### config.mk
export PLATFORM = sky130hd
export DESIGN_NAME = stat_op_ctrl
export DESIGN_NICKNAME = d
export VERILOG_FILES = /design/src/rtl/stat_op_pkg.sv /design/src/rtl/stat_op_seq.sv /design/src/rtl/stat_ctr_bank.sv /design/src/rtl/stat_snap_buf.sv /design/src/rtl/stat_op_ctrl.sv
export SDC_FILE = /design/constraint.sdc
export NUM_CORES = 2
export LEC_CHECK = 0
export BUFFER_PORTS_ARGS = -buffer_cell sky130_fd_sc_hd__clkbuf_2
export CORE_MARGIN = 5
export CORE_UTILIZATION = 55
export CTS_CLUSTER_SIZE = 10
export DETAILED_ROUTE_END_ITERATION = 10
export PLACE_DENSITY = 0.71
export SLEW_MARGIN = 20
export SYNTH_ARGS = -nofsm -noshare
export SYNTH_HDL_FRONTEND = slang
export SYNTH_SLANG_ARGS = --single-unit
### constraint.sdc
create_clock -name clk -period 5.49 [get_ports clk]
set_clock_uncertainty 0.15 [all_clocks]
set_input_delay 1.098 -clock clk [delete_from_list [all_inputs] [get_ports clk]]
set_output_delay 1.098 -clock clk [all_outputs]
set_load 0.05 [all_outputs]
### src/rtl/stat_op_pkg.sv
package stat_op_pkg;
   localparam int OP_W     = 16;
   localparam int BUSY_BIT = 15;
   localparam int OPC_LO   = 12;
   localparam int HIST_LO  = 10;
   localparam int PORT_LO  = 5;
   localparam int FIELD_W  = 5;

   typedef enum logic [2:0] {
      OPC_NONE       = 3'd0,
      OPC_FLUSH_ALL  = 3'd1,
      OPC_FLUSH_PORT = 3'd2,
      OPC_RSVD3      = 3'd3,
      OPC_READ       = 3'd4,
      OPC_CAPTURE    = 3'd5,
      OPC_RSVD6      = 3'd6,
      OPC_RSVD7      = 3'd7
   } stat_opc_e;
endpackage

### src/rtl/stat_op_seq.sv
module stat_op_seq
   import stat_op_pkg::*;
#(
   parameter int NUM_PORTS = 4,
   parameter int NUM_CTRS  = 8,
   localparam int TOTAL    = NUM_PORTS * NUM_CTRS,
   localparam int WALK_W   = $clog2(TOTAL + 1),
   localparam int PSEL_W   = (NUM_PORTS > 1) ? $clog2(NUM_PORTS) : 1
) (
   input  logic               clk,
   input  logic               rst_n,
   input  logic               op_wr,
   input  logic [OP_W-1:0]    op_wdata,
   output logic [OP_W-1:0]    op_rdata,
   output logic               busy,
   output logic [TOTAL-1:0]   clr_vec,
   output logic               cap_en,
   output logic [PSEL_W-1:0]  cap_port,
   output logic               rd_en,
   output logic [FIELD_W-1:0] rd_idx
);
   localparam logic [FIELD_W-1:0] PORT_MAX   = FIELD_W'(NUM_PORTS);
   localparam logic [WALK_W-1:0]  LAST_ALL   = WALK_W'(TOTAL - 1);
   localparam logic [WALK_W-1:0]  LAST_PORT  = WALK_W'(NUM_CTRS - 1);
   localparam logic [WALK_W-1:0]  CTRS_W     = WALK_W'(NUM_CTRS);

   logic               busy_q;
   stat_opc_e          opc_q;
   logic [1:0]         hist_q;
   logic [FIELD_W-1:0] port_q;
   logic [FIELD_W-1:0] idx_q;
   logic               port_ok_q;
   logic [WALK_W-1:0]  walk_q;
   logic [WALK_W-1:0]  last_q;

   stat_opc_e          wr_opc;
   logic [FIELD_W-1:0] wr_port;
   logic               wr_port_ok;
   logic [WALK_W-1:0]  wr_last;
   logic [FIELD_W-1:0] port_m1;
   logic [WALK_W-1:0]  port_base;
   logic [WALK_W-1:0]  flush_tgt;
   logic               flush_act;

   always_comb begin
      wr_opc     = stat_opc_e'(op_wdata[OPC_LO +: 3]);
      wr_port    = op_wdata[PORT_LO +: FIELD_W];
      wr_port_ok = (wr_port != '0) && (wr_port <= PORT_MAX);
      unique case (wr_opc)
         OPC_FLUSH_ALL:  wr_last = LAST_ALL;
         OPC_FLUSH_PORT: wr_last = wr_port_ok ? LAST_PORT : '0;
         default:        wr_last = '0;
      endcase
   end

   always_ff @(posedge clk) begin
      if (!rst_n) begin
         busy_q    <= 1'b0;
         opc_q     <= OPC_NONE;
         hist_q    <= '0;
         port_q    <= '0;
         idx_q     <= '0;
         port_ok_q <= 1'b0;
         walk_q    <= '0;
         last_q    <= '0;
      end else if (op_wr && !busy_q) begin
         hist_q <= op_wdata[HIST_LO +: 2];
         if (op_wdata[BUSY_BIT]) begin
            busy_q    <= 1'b1;
            opc_q     <= wr_opc;
            port_q    <= wr_port;
            idx_q     <= op_wdata[FIELD_W-1:0];
            port_ok_q <= wr_port_ok;
            walk_q    <= '0;
            last_q    <= wr_last;
         end
      end else if (busy_q) begin
         walk_q <= walk_q + WALK_W'(1);
         if (walk_q == last_q) busy_q <= 1'b0;
      end
   end

   always_comb begin
      port_m1   = port_q - FIELD_W'(1);
      port_base = WALK_W'(port_m1) * CTRS_W;
      flush_tgt = (opc_q == OPC_FLUSH_ALL) ? walk_q : (port_base + walk_q);
      flush_act = busy_q && ((opc_q == OPC_FLUSH_ALL) ||
                             ((opc_q == OPC_FLUSH_PORT) && port_ok_q));
   end

   for (genvar g = 0; g < TOTAL; g++) begin : g_clr
      assign clr_vec[g] = flush_act && (flush_tgt == WALK_W'(g));
   end

   assign cap_en   = busy_q && (opc_q == OPC_CAPTURE) && port_ok_q;
   assign cap_port = PSEL_W'(port_m1);
   assign rd_en    = busy_q && (opc_q == OPC_READ);
   assign rd_idx   = idx_q;
   assign busy     = busy_q;
   assign op_rdata = {busy_q, opc_q, hist_q, port_q, idx_q};

   AST_WR_BUSY_IGNORED: assert property (@(posedge clk) disable iff (!rst_n)
      (busy_q && op_wr) |=> ($stable(hist_q) && $stable(opc_q) && $stable(port_q) && $stable(idx_q)));
   AST_CLR_ONEHOT: assert property (@(posedge clk) disable iff (!rst_n)
      $onehot0(clr_vec));
   AST_WALK_BOUND: assert property (@(posedge clk) disable iff (!rst_n)
      busy_q |-> (walk_q <= last_q));
   AST_SHORT_CMD: assert property (@(posedge clk) disable iff (!rst_n)
      (busy_q && (opc_q != OPC_FLUSH_ALL) && (opc_q != OPC_FLUSH_PORT)) |=> !busy_q);
endmodule

### src/rtl/stat_ctr_bank.sv
module stat_ctr_bank #(
   parameter int TOTAL = 32,
   parameter int CTR_W = 32
) (
   input  logic                   clk,
   input  logic                   rst_n,
   input  logic [TOTAL-1:0]       inc,
   input  logic [TOTAL-1:0]       clr,
   output logic [TOTAL*CTR_W-1:0] cnt_flat
);
   localparam logic [CTR_W-1:0] CTR_MAX = '1;

   for (genvar g = 0; g < TOTAL; g++) begin : g_ctr
      logic [CTR_W-1:0] cnt_q;

      always_ff @(posedge clk) begin
         if (!rst_n)                          cnt_q <= '0;
         else if (clr[g])                     cnt_q <= '0;
         else if (inc[g] && cnt_q != CTR_MAX) cnt_q <= cnt_q + CTR_W'(1);
      end

      assign cnt_flat[g*CTR_W +: CTR_W] = cnt_q;

      AST_CTR_SATURATE: assert property (@(posedge clk) disable iff (!rst_n)
         (cnt_q == CTR_MAX && !clr[g]) |=> (cnt_q == CTR_MAX));
      AST_CTR_CLEARED: assert property (@(posedge clk) disable iff (!rst_n)
         clr[g] |=> (cnt_q == '0));
   end
endmodule

### src/rtl/stat_snap_buf.sv
module stat_snap_buf
   import stat_op_pkg::*;
#(
   parameter int NUM_PORTS = 4,
   parameter int NUM_CTRS  = 8,
   parameter int CTR_W     = 32,
   localparam int TOTAL    = NUM_PORTS * NUM_CTRS,
   localparam int PSEL_W   = (NUM_PORTS > 1) ? $clog2(NUM_PORTS) : 1,
   localparam int ISEL_W   = (NUM_CTRS > 1) ? $clog2(NUM_CTRS) : 1
) (
   input  logic                   clk,
   input  logic                   rst_n,
   input  logic [TOTAL*CTR_W-1:0] cnt_flat,
   input  logic                   cap_en,
   input  logic [PSEL_W-1:0]      cap_port,
   input  logic                   rd_en,
   input  logic [FIELD_W-1:0]     rd_idx,
   output logic [CTR_W-1:0]       rd_data
);
   localparam logic [FIELD_W:0] IDX_LIMIT = (FIELD_W+1)'(NUM_CTRS);

   logic [NUM_CTRS-1:0][CTR_W-1:0] snap_q;
   logic [CTR_W-1:0]               rd_q;
   logic [ISEL_W-1:0]              rd_sel;
   logic                           rd_ok;

   for (genvar c = 0; c < NUM_CTRS; c++) begin : g_snap
      always_ff @(posedge clk) begin
         if (!rst_n)      snap_q[c] <= '0;
         else if (cap_en) snap_q[c] <= cnt_flat[(int'(cap_port) * NUM_CTRS + c) * CTR_W +: CTR_W];
      end
   end

   assign rd_sel = ISEL_W'(rd_idx);
   assign rd_ok  = {1'b0, rd_idx} < IDX_LIMIT;

   always_ff @(posedge clk) begin
      if (!rst_n)     rd_q <= '0;
      else if (rd_en) rd_q <= rd_ok ? snap_q[rd_sel] : '0;
   end

   assign rd_data = rd_q;

   AST_SNAP_HOLD: assert property (@(posedge clk) disable iff (!rst_n)
      !cap_en |=> $stable(snap_q));
   AST_RESULT_HOLD: assert property (@(posedge clk) disable iff (!rst_n)
      !rd_en |=> $stable(rd_q));
endmodule

### src/rtl/stat_op_ctrl.sv
module stat_op_ctrl
   import stat_op_pkg::*;
#(
   parameter int NUM_PORTS = 4,
   parameter int NUM_CTRS  = 8,
   parameter int CTR_W     = 32
) (
   input  logic                          clk,
   input  logic                          rst_n,
   input  logic                          op_wr,
   input  logic [15:0]                   op_wdata,
   output logic [15:0]                   op_rdata,
   output logic                          busy,
   input  logic [NUM_PORTS*NUM_CTRS-1:0] inc,
   output logic [CTR_W-1:0]              rd_data
);
   localparam int TOTAL  = NUM_PORTS * NUM_CTRS;
   localparam int PSEL_W = (NUM_PORTS > 1) ? $clog2(NUM_PORTS) : 1;

   if (NUM_PORTS < 1 || NUM_PORTS > 31) begin : g_bad_ports
      $error("NUM_PORTS must fit the port field as port+1");
   end
   if (NUM_CTRS < 1 || NUM_CTRS > 32) begin : g_bad_ctrs
      $error("NUM_CTRS must fit the index field");
   end
   if (CTR_W < 1) begin : g_bad_width
      $error("CTR_W must be positive");
   end

   logic [TOTAL-1:0]       clr_vec;
   logic                   cap_en;
   logic [PSEL_W-1:0]      cap_port;
   logic                   rd_en;
   logic [FIELD_W-1:0]     rd_idx;
   logic [TOTAL*CTR_W-1:0] cnt_flat;

   stat_op_seq #(.NUM_PORTS(NUM_PORTS), .NUM_CTRS(NUM_CTRS)) u_seq (
      .clk(clk), .rst_n(rst_n), .op_wr(op_wr), .op_wdata(op_wdata),
      .op_rdata(op_rdata), .busy(busy), .clr_vec(clr_vec),
      .cap_en(cap_en), .cap_port(cap_port), .rd_en(rd_en), .rd_idx(rd_idx)
   );

   stat_ctr_bank #(.TOTAL(TOTAL), .CTR_W(CTR_W)) u_bank (
      .clk(clk), .rst_n(rst_n), .inc(inc), .clr(clr_vec), .cnt_flat(cnt_flat)
   );

   stat_snap_buf #(.NUM_PORTS(NUM_PORTS), .NUM_CTRS(NUM_CTRS), .CTR_W(CTR_W)) u_snap (
      .clk(clk), .rst_n(rst_n), .cnt_flat(cnt_flat), .cap_en(cap_en),
      .cap_port(cap_port), .rd_en(rd_en), .rd_idx(rd_idx), .rd_data(rd_data)
   );

   AST_NO_START_WHEN_IDLE_WRITE: assert property (@(posedge clk) disable iff (!rst_n)
      (!busy && op_wr && !op_wdata[BUSY_BIT]) |=> !busy);
endmodule

After elaboration in Yosys (flattened, before gate mapping)
Cells that the tools add are included.
Widths: inputs -> output; s select.
Storage, ports and cells
  register bits after elaboration: 1341
  bits of input ports: 51
  output and inout bits: 49
Cells by class
  add/subtract/negate cells: 42
  magnitude comparators: 3
  equality and inequality tests: 71
  shift-type cells: 8
  mux-type cells: 13
  bitwise gates (word level): 1
  reduce and logical (&&, ||, !) cells: 110
Operators by type and width (count)
  $shiftx 1024x32->32: 7
  $add 32x1->32 const B: 32
  $ne 32x32->1 const B: 32
  $shiftx 1024x11->32: 1
  $bmux 32 s3: 1
  $eq 6x5->1 const B: 16
  $logic_and 1x1->1: 71
  $mux 32: 2
  $reduce_or 2->1: 32
  $eq 6x4->1 const B: 8
  $add 5x3->6 const B: 4
  $eq 6x3->1 const B: 4
  $mux 6: 4
  $add 5x2->6 const B: 2
  $eq 6x2->1 const B: 2
  $pmux 6 s2: 1
  $add 5x1->6 const B: 1
  $add 6x1->6 const B: 1
  $add 6x6->6: 1
  $eq 3x1->1 const B: 2
  $eq 3x2->1 const B: 2
  $eq 3x3->1 const B: 2
  $eq 6x1->1 const B: 1
  $eq 6x6->1: 1
  other kinds (14): 18

Depth between registers and ports, before layout
  word-level depth: 6
  mapped depth: 16
  depth with buffers taken out: 9

Modules after synthesis
From an unflattened synthesis, not the netlist that was laid out.
Unflattened totals
  cells, all modules: 8013
  area total of the unflattened synthesis: 72119.2 um^2
Modules (own cells, without submodules)
  stat_ctr_bank: instances 1, cells an instance 6369, area an instance 51399.3 um^2, sequential area each 20499.7 um^2
  stat_snap_buf: instances 1, cells an instance 1434, area an instance 19118.3 um^2, sequential area each 5765.5 um^2
  stat_op_seq: instances 1, cells an instance 210, area an instance 1601.5 um^2, sequential area each 500.5 um^2

Least setup slack after synthesis
No wires, ideal clock.
  kind: register -> register
  start: register u_seq.port_q[0]
  end: register u_bank.g_ctr[10].cnt_q[16]
  setup time: 0.115 ns
  arrival time: 4.956 ns
  setup slack: 0.269 ns
  cell stages (with the launch flop): 17
  path buffers: 7
  period minus slack after synthesis: 5.221 ns
  cell sequence: dfxtp_1 clkbuf_1 buf_1 clkbuf_1 inv_1 ha_1 clkbuf_1 clkbuf_1 buf_1 inv_1 fa_1 xnor3_1 o21ai_0 nand3_1 o21ai_1 clkbuf_1 o21ba_2
Between the ends
  longest elaborated chain between the ends: 6
RTL lines
  from (decl): line stat_op_seq.sv:30  | logic [FIELD_W-1:0] port_q;
  from (signal assigned): line stat_op_seq.sv:71  | port_q <= wr_port;
  $sub 3x1->3: line stat_op_seq.sv:84  | port_m1 = port_q - FIELD_W'(1);
  $add 6x6->6: line stat_op_seq.sv:86  | flush_tgt = (opc_q == OPC_FLUSH_ALL) ? walk_q : (port_base + walk_q);
  $mux 6: line stat_op_seq.sv:86
  $eq 6x4->1: line stat_op_seq.sv:92  | assign clr_vec[g] = flush_act && (flush_tgt == WALK_W'(g));
  $logic_and 1x1->1: line stat_op_seq.sv:92
  $reduce_or 2->1 (no line)
  to (signal assigned): line stat_ctr_bank.sv:19  | else if (inc[g] && cnt_q != CTR_MAX) cnt_q <= cnt_q + CTR_W'(1);
  to (decl): line stat_ctr_bank.sv:14  | logic [CTR_W-1:0] cnt_q;
Every way passes these cells.
A chain may end at the register's enable or synchronous reset.

Worst setup path in the final report
  start: register u_seq.port_q[0]
  end: register u_bank.g_ctr[25].cnt_q[0]
Between the ends
  longest elaborated chain between the ends: 6
RTL lines (line)
  $sub 3x1->3: stat_op_seq.sv:84
  $add 6x6->6: stat_op_seq.sv:86
  $mux 6: stat_op_seq.sv:86
  $eq 6x5->1: stat_op_seq.sv:92
  $logic_and 1x1->1: stat_op_seq.sv:92
  $reduce_or 2->1 (no line)
  to (signal assigned): stat_ctr_bank.sv:19
  to (decl): stat_ctr_bank.sv:14
Every way passes these cells.

==> qor.yml <==
yosys:
  yosysTopAreaCell: "dfxtp_1"
  synth_top_area_share_pct: 38.1
  synth_fp_nets: 8128
  synth.area.top_cells: "dfxtp_1, mux4_2, nand2_1"
  ys_ff_latch: 1337
  ys_top_cells_by_count: "dfxtp_1, nand2_1, a21oi_1, o21ai_0, or3_1"
  ys_async_sr_fraction_pct: 0
  ys.flop_type: "dfxtp_1"
  synth_edf_count: 0
  yosysMostFrequentCell: "dfxtp_1"
  synth_cell_types: 85
  yosysSeqAreaShare_pct: 38.1
  ys.warnings.count: 0
  netlist_area_um2: 70300
  syn_inst: 8038
  synth_area_per_cell_um2: 8.75
pwr:
  power_frac_comb_pct: 4.0
  p_leak_nw: 22.1
  power.switching_mw: 4.80
  ir_worst_vdd_mv: 0.324
  intPower_mw: 15.3
  switching_share_pct: 23.9
  seqPwrFrac_pct: 49.0
  clkPwrFrac_pct: 47.0
  powerDensity_nw_per_um2: 263
worst_setup_path:
  r2r_cells: 10
  critPathSlowestCell: "nand3_1"
  start_kind: "flip-flop"
  critPathMaxFanout: 32
  cp_cell_sequence: "inv_1 > ha_4 > inv_1 > fa_1 > xnor3_1 > o21ai_0 > nand3_1 > o21ai_2 > buf_4 > nor2_1"
  cpPeakStageDelay_ps: 920
  cp-end-kind: "flip-flop"
  crit_type: "reg -> reg"
  crit_top_cell: "inv_1"
  arrival_ps: 4620
  path_depth: 10
  path_buf_inv: 3
  worstPathRequired_ps: 6000
  crit_family: "simple AND/OR/NAND/NOR gates"
layout:
  nNetsFinal: 8028
  utilization_pct: 60.2
  area_growth_pct: 8.96
  stdcell_count: 9655
  drive_gt1_share_pct: 10.5
global_route:
  antenna_found_initial: 13
  grt_pass1_vias: 58079
  grt-ovfl-total: 0
  grt_pass1_wl_um: 337000
  grt_max_degree: 161
  grt_use_total_pct: 31.0
timing:
  maxSlewViolCount: 0
  slew_headroom_pct: 22.0
  worst_pin_slew_ps: 1170
  fin_crit_sh_pct: 74.7
  fmax_mhz: 244
  timing.final.crit_period_ps: 4100
  rsz0062_at_grt: "false"
  finalSetupViolCount: 0
  setup_ws_ps: 1390
  hold-worst-slack_ps: 309
  fin_setup_tns_ps: 0
  hold_viol: 0
drt:
  dr_total_vias: 65748
  routedWlPerCell_um: 22.6
  drt-initial-drc-count: 7921
  drc: 0
  antenna_left: 0
  dr.pass1.iters: 7
  via_per_inst: 6.81
  drt_wl_total_um: 218000
cts:
  holdBufCountCts: 0
  clkTransAtPathRegs_ps: 50
  cts_root_buffer: "clkbuf_16"
  cts_tree: "done"
  clockBufferDepth: 3
  cts.sinks: 1337
  post_cts.repair.setup_buffers: 0
  htreeDepth: 4
  post_cts_resize_count: 0
  clock_latency_ps: 810
  cts-buffers-inserted: 156
placed_design:
  gp_congestion: 0.956
  io_buffers: 99
  dpl.hpwl_um: 161000
  place_inst: 9441
  post-place-ws_ps: 1470
floorplanning:
  die_x_um: 368
  initial_core_util_pct: 55.2
  rows: 131
  num_io_pins: 100
  core-area_um2: 127000
  die_h_um: 368
  dieArea_um2: 135000
worst_hold_path:
  holdPathStages: 2
  hold_path.class: "reg -> reg"
status:
  status: "finished clean"
run:
  drv_cap: 0
-- cell usage in the layout (no fill, tap or decap), drive strengths merged, types with 89 or more instances in the layout --
cell type / count
nand3: 316
xor2: 105
nor4: 89
o21ai: 489
and4: 147
a21boi: 272
or4: 307
buf: 93
o31ai: 315
a21oi: 721
dfxtp: 1337
nor2: 374
xnor2: 131
nor3: 110
nand4: 320
clkbuf: 292
or3: 436
inv: 146
and2: 89
nand2: 1004
and3: 110
mux4: 320
-- flip-flops by register name, indices dropped and copies added (netlist names) --
| name | count |
|---|---|
| u_seq.rd_idx | 5 |
| u_seq.opc_q | 3 |
| u_seq.last_q | 2 |
| u_seq.port_ok_q | 1 |
| u_seq.hist_q | 2 |
| u_snap.snap_q | 256 |
| u_snap.rd_data | 32 |
| u_bank.g_ctr.cnt_q | 1024 |
| u_seq.walk_q | 6 |
| u_seq.busy | 1 |
| u_seq.port_q | 5 |
-- cells by family after synthesis --
kind of cell	share of synthesized area, %
AO/OA/AOI/OAI	17.6
XOR/XNOR	2.97
adder cells (fa/ha/maj)	0.705
buffers and inverters	3.23
flip-flops	38.1
multiplexers	11.3
AND/OR/NAND/NOR	26.1
-- metal layers --
metal  vias to the layer above  global-route usage, %  part of all wire [%]
met5                         -                      0                 0.031
met4                        10                   9.73                   3.3
met3                       413                   6.86                    11
met2                      3014                   45.4                    42
met1                     31914                   45.6                    43
li1                      30397                      -                     -
-- per-stage QoR --
stage / instance area [µm²] / power, mW
after floorplan: 70300 / 10.6
after CTS: 76600 / 20.2
after global routing: 76600 / 20.7
after detailed placement: 72100 / 10.9
final: 76600 / 20.1
after global placement: 72100 / 10.8
-- final cells by class --
cell class	instances	area [µm²]
Timing Repair Buffer	191	1250
Clock buffer	194	4130
Inverter	140	526
Clock inverter	18	298
Tap cell	1662	2080
Multi-Input combinational cell	6112	41600
Fill cell	10945	50700
Sequential cell	1337	26800
Antenna cell	1	2.50
-- worst reg2reg max path: cells and delay by family, from the launching register on --
kind                       cells  cell delay, ps
DFF                            1             490
AOI/OAI and AO/OA              2             870
xor gates and xnor gates       1             200
and+or+nand+nor                2            1030
adders and majority gates      2             670
buffers and inverters          3             570
-- path summary, 6_finish.rpt --
path | end | slack, ps | startpoint
setup / recovery | u_bank.g_ctr[25].cnt_q[0] | 1390 | u_seq.port_q[0]
hold / removal | u_snap.snap_q[231] | 310 | u_snap.snap_q[231]
setup reg to reg | u_bank.g_ctr[25].cnt_q[0] | 1390 | u_seq.port_q[0]
hold reg to reg | u_snap.snap_q[231] | 310 | u_snap.snap_q[231]
-- power by group through the flow --
stage	Sequential, mW	Combinational, mW	Clock, mW
floorplan	10.0	0.579	0
global placement	10.1	0.780	0
detailed placement	10.1	0.794	0
CTS	9.86	0.797	9.57
global route	9.87	0.869	9.97
finish	9.86	0.807	9.45
Power figures use the tool's default switching activity.
